===== src/rtl/mr_pkg.sv =====
package mr_pkg;
  localparam int MR_ASI_W = 6;

  typedef enum logic [1:0] {
    SZ_BYTE  = 2'b00,
    SZ_HALF  = 2'b01,
    SZ_WORD  = 2'b10,
    SZ_DWORD = 2'b11
  } mr_size_e;

  localparam logic [3:0] ASI_STEM = 4'b0010;
endpackage


===== src/rtl/mr_align_chk.sv =====
module mr_align_chk
  import mr_pkg::*;
#(
  parameter int ADDR_W = 32
) (
  input  logic              active_i,
  input  logic [ADDR_W-1:0] addr_i,
  input  mr_size_e          size_i,
  output logic              misal_o
);
  logic [2:0] low_mask;

  always_comb begin
    case (size_i)
      SZ_HALF:  low_mask = 3'b001;
      SZ_WORD:  low_mask = 3'b011;
      SZ_DWORD: low_mask = 3'b111;
      default:  low_mask = 3'b000;
    endcase
    misal_o = active_i && ((addr_i[2:0] & low_mask) != 3'b000);
  end
endmodule


===== src/rtl/mr_code_enc.sv =====
module mr_code_enc
  import mr_pkg::*;
(
  input  logic                sel_ls_i,
  input  logic                super_i,
  input  logic                alt_i,
  input  logic [MR_ASI_W-1:0] asi_imm_i,
  input  mr_size_e            size_i,
  input  logic                lock_i,
  input  logic                write_i,
  output logic [MR_ASI_W-1:0] asi_o,
  output logic [1:0]          size_o,
  output logic [1:0]          type_o
);
  always_comb begin
    if (sel_ls_i) begin
      asi_o  = alt_i ? asi_imm_i : {ASI_STEM, 1'b1, super_i};
      size_o = size_i;
      type_o = {lock_i, ~write_i};
    end else begin
      asi_o  = {ASI_STEM, 1'b0, super_i};
      size_o = SZ_DWORD;
      type_o = 2'b01;
    end
  end
endmodule


===== src/rtl/mr_null_gen.sv =====
module mr_null_gen (
  input  logic fetch_req_i,
  input  logic ls_req_i,
  input  logic ic_hit_i,
  input  logic fbr_taken_i,
  input  logic exc_pend_i,
  input  logic misal_i,
  output logic sel_ls_o,
  output logic nullify_o
);
  logic fetch_cancel;
  logic idle;

  always_comb begin
    sel_ls_o     = ls_req_i;
    idle         = !fetch_req_i && !ls_req_i;
    fetch_cancel = !ls_req_i && fetch_req_i && (ic_hit_i || !fbr_taken_i);
    nullify_o    = idle || exc_pend_i || fetch_cancel || misal_i;
  end
endmodule


===== src/rtl/mr_bus_drv.sv =====
module mr_bus_drv
  import mr_pkg::*;
#(
  parameter int ADDR_W  = 32,
  parameter int DATA_W  = 64,
  parameter int HI_BASE = 18
) (
  input  logic                clk,
  input  logic                rst_n,
  input  logic                fetch_req_i,
  input  logic [ADDR_W-1:0]   fetch_addr_i,
  input  logic                ls_req_i,
  input  logic [ADDR_W-1:0]   ls_addr_i,
  input  logic [1:0]          ls_size_i,
  input  logic                ls_write_i,
  input  logic                ls_lock_i,
  input  logic                ls_alt_i,
  input  logic [MR_ASI_W-1:0] ls_asi_imm_i,
  input  logic [DATA_W-1:0]   ls_wdata_i,
  input  logic                super_i,
  input  logic                ic_hit_i,
  input  logic                fbr_taken_i,
  input  logic                exc_pend_i,
  input  logic                bna_i,
  output logic [ADDR_W-1:0]   addr_o,
  output logic                addr_hi_oe_o,
  output logic                addr_lo_oe_o,
  output logic [MR_ASI_W-1:0] asi_o,
  output logic [1:0]          size_o,
  output logic [1:0]          type_o,
  output logic                type0_oe_o,
  output logic [DATA_W-1:0]   data_o,
  output logic                data_oe_o,
  output logic                nullify_o,
  output logic                align_err_o
);
  localparam int LO_W = HI_BASE;

  logic sel_ls;
  logic misal;

  mr_align_chk #(.ADDR_W(ADDR_W)) u_align (
    .active_i (ls_req_i),
    .addr_i   (ls_addr_i),
    .size_i   (mr_size_e'(ls_size_i)),
    .misal_o  (misal)
  );

  mr_null_gen u_null (
    .fetch_req_i (fetch_req_i),
    .ls_req_i    (ls_req_i),
    .ic_hit_i    (ic_hit_i),
    .fbr_taken_i (fbr_taken_i),
    .exc_pend_i  (exc_pend_i),
    .misal_i     (misal),
    .sel_ls_o    (sel_ls),
    .nullify_o   (nullify_o)
  );

  mr_code_enc u_code (
    .sel_ls_i  (sel_ls),
    .super_i   (super_i),
    .alt_i     (ls_alt_i),
    .asi_imm_i (ls_asi_imm_i),
    .size_i    (mr_size_e'(ls_size_i)),
    .lock_i    (ls_lock_i),
    .write_i   (ls_write_i),
    .asi_o     (asi_o),
    .size_o    (size_o),
    .type_o    (type_o)
  );

  always_comb begin
    addr_o       = sel_ls ? ls_addr_i : fetch_addr_i;
    addr_hi_oe_o = 1'b1;
    addr_lo_oe_o = !bna_i;
    type0_oe_o   = !bna_i;
    data_oe_o    = !bna_i && sel_ls && ls_write_i;
    data_o       = data_oe_o ? ls_wdata_i : '0;
    align_err_o  = misal;
  end

  // Checks next to the logic they guard
  assert_bna_release_R11: assert property (@(posedge clk) disable iff (!rst_n)
    bna_i |-> (!addr_lo_oe_o && !data_oe_o && !type0_oe_o && addr_hi_oe_o));

  assert_exc_null_R8: assert property (@(posedge clk) disable iff (!rst_n)
    exc_pend_i |-> nullify_o);

  assert_idle_null_R9: assert property (@(posedge clk) disable iff (!rst_n)
    (!fetch_req_i && !ls_req_i) |-> (nullify_o && !align_err_o));

  assert_align_null_R10: assert property (@(posedge clk) disable iff (!rst_n)
    align_err_o |-> (nullify_o && ls_req_i));

  assert_fetch_codes_R4: assert property (@(posedge clk) disable iff (!rst_n)
    (fetch_req_i && !ls_req_i) |-> (size_o == 2'b11 && type_o == 2'b01));

  assert_ls_addr_R6: assert property (@(posedge clk) disable iff (!rst_n)
    ls_req_i |-> (addr_o == ls_addr_i));

  assert_store_data_R12: assert property (@(posedge clk) disable iff (!rst_n)
    data_oe_o |-> (ls_req_i && ls_write_i && data_o == ls_wdata_i));

  assert_fetch_asi_R1: assert property (@(posedge clk) disable iff (!rst_n)
    (fetch_req_i && !ls_req_i) |-> (asi_o[5:1] == 5'b00100 && asi_o[0] == super_i));

  assert_low_width_sane: assert property (@(posedge clk) disable iff (!rst_n)
    addr_lo_oe_o |-> (addr_o[LO_W-1:0] == (ls_req_i ? ls_addr_i[LO_W-1:0] : fetch_addr_i[LO_W-1:0])));
endmodule


===== config.mk =====
export PLATFORM = sky130hd
export DESIGN_NAME = mr_bus_drv
export DESIGN_NICKNAME = d
export VERILOG_FILES = /design/src/rtl/mr_pkg.sv /design/src/rtl/mr_align_chk.sv /design/src/rtl/mr_code_enc.sv /design/src/rtl/mr_null_gen.sv /design/src/rtl/mr_bus_drv.sv
export SDC_FILE = /design/constraint.sdc
export NUM_CORES = 1
export LEC_CHECK = 0
export BUFFER_PORTS_ARGS = -buffer_cell sky130_fd_sc_hd__buf_2
export CORE_AREA = 2 2 102 104
export DETAILED_ROUTE_END_ITERATION = 6
export DIE_AREA = 0 0 104 106
export PLACE_DENSITY = 0.53
export SYNTH_ARGS = -nofsm -noshare
export SYNTH_HDL_FRONTEND = slang
export SYNTH_SLANG_ARGS = --single-unit

===== constraint.sdc =====
create_clock -name vclk -period 0.8
set_clock_uncertainty 0.05 [all_clocks]
set_input_delay 0.04 -clock vclk [all_inputs]
set_output_delay 0.04 -clock vclk [all_outputs]
set_load 0.02 [all_outputs]

==> flow_summary.ini <==
[drt]
viasPerCell = 3.83
drc_errors = 0
drt_iter0_markers = 49
vias = 2054
drt_wl_total_mm = 7.40
ant_nets = 0
wire_per_inst_um = 13.8
firstDrtPassIters = 4

[setup_path]
crit_path_end_kind = output port
crit_type = in2out
crit_fanout = 2
crit_chain = buf_8 -> o211ai_1 -> o21ai_2 -> or3_4 -> buf_6
worstSetupStartpointType = input port
crit_family = simple AND/OR/NAND/NOR gates
critPathSlowestCell = or3_4
worst-path-buf-inv = 2
critPathMaxStageDelay_ns = 0.38
cp.arrival_ns = 0.94
worstSetupPathDepth = 5
crit_required_ns = 0.71

[yosys]
synth_top_cell_by_area = and2_1
yosysUniqueCellTypes = 19
synthTopCellsByArea = and2_1 40%, mux2_2 37%, buf_6 6.7%
syn_avg_cell_area_um2 = 7.62
synthesis.area_um2 = 1010
seq_area_frac_synth = 0
yosysWarnings = 0
synth_top_area_frac = 0.404
netlist_instances = 132
synth_nets = 280
synth_most_common_cell = and2_1
synth_common_cells = 65 x and2_1, 33 x mux2_2, 6 x buf_6, 4 x buf_2, 4 x buf_4

[global_route]
grt-ovfl-total = 0
grt_pass1_vias = 2148
antenna_found_initial = 0
grt_pass1_wl_mm = 10.3
grt_max_degree = 18
track_usage = 0.113

[layout]
utilization = 0.380
nClkBuffers = 0
nFillCells = 974
n_antenna_cell = 0
seq_cells = 0
drive_above_1_share = 0.980
synthToLayoutAreaGrowth_pct = 277
final_net_count = 550
ff_latch_area_um2 = 0

[place]
port_buffers = 257
dpl_worst_slack_ns = -0.334
gp_congestion = 0.717
dp_hpwl_mm = 4.68

[sta]
setup_slack_ns = -0.229
rsz0062_at_grt = yes
finalSetupViolCount = 103
fmax_mhz = 971
finalSetupTns_ns = -12.17
hold_viol_final = 0
slew_violations = 0
finalCritPeriodShare = 1.29
hold-worst-slack_ns = 0.302
min_period_ns = 1.03

[status]
violations = negative setup slack
status = finished, violations left

[die]
die_w_um = 104
pin_count = 260
initial_utilization = 0.101
core-area_um2 = 10000
rows = 37
die-area_um2 = 11000
die_y_um = 106

[power]
vdd_ir_drop_max_mv = 0.268
power_mw = 2.05
leakage_nw = 2.08
p_per_area_nw_per_um2 = 540

[min_path]
hold_path.class = in2out
worstHoldPathCells = 3

[cts]
holdBufCountCts = 0

[job]
maxCapViolCount = 0
## power by group
| group | internal [mW] | total, mW | switching (mW) | leakage [nW] |
|---|---|---|---|---|
| combinational | 1.22 | 2.05 | 0.831 | 2.08 |
| sequential | 0 | 0 | 0 | 0 |
| clock | 0 | 0 | 0 | 0 |
| total | 1.22 | 2.05 | 0.831 | 2.08 |
## area by class of cell
| cell class | instances | area (µm²) | share of cell area |
|---|---|---|---|
| Timing Repair Buffer | 282 | 2420 | 0.637 |
| Inverter | 3 | 11.3 | 0.00297 |
| Multi-Input combinational cell | 115 | 1200 | 0.315 |
| Tap cell | 136 | 170 | 0.0448 |
## routing by layer
layer / share of wire / track usage
met1: 0.30 / 0.106
met2: 0.57 / 0.248
met5: 0 / 0
met3: 0.11 / 0.0233
met4: 0.017 / 0.0212
## cells in the final DEF, fill, tap and decap left out, types with 2 or more instances in the layout
master	netlist	layout
inv_1	3	3
and2_2	0	12
buf_2	4	146
and2_4	0	53
buf_8	0	7
buf_16	0	5
clkbuf_16	0	2
mux2_4	0	30
buf_6	6	111
buf_12	0	3
buf_4	4	7
nand2_4	0	2
and3_4	0	3
mux2_2	33	3
## stage by stage
step / std cells / cell area [µm²]
after floorplan: 132 / 1180
after CTS: 537 / 3720
after global placement: 520 / 2590
final: 536 / 3800
after global routing: 536 / 3800
after detailed placement: 520 / 2590
## final timing paths
kind	startpoint	to
setup / recovery	ls_addr_i[1]	nullify_o
hold / removal	bna_i	addr_lo_oe_o
## repair_timing
| item | CTS | global route |
|---|---|---|
| endpoints found under the hold margin | 0 | 0 |
| setup endpoints to repair | 104 | 105 |
| pin swaps | 4 | 29 |
| gates cloned | 9 | 2 |
| buffers inserted | 8 | 3 |
| gates resized for setup | 252 | 38 |
## kinds of logic after synthesis
family | share of synthesized area
compound gates | 0.0311
mux | 0.369
buf+inv | 0.128
other cells | 0.00373
simple gates | 0.468
(Power assumes the default switching activity.)
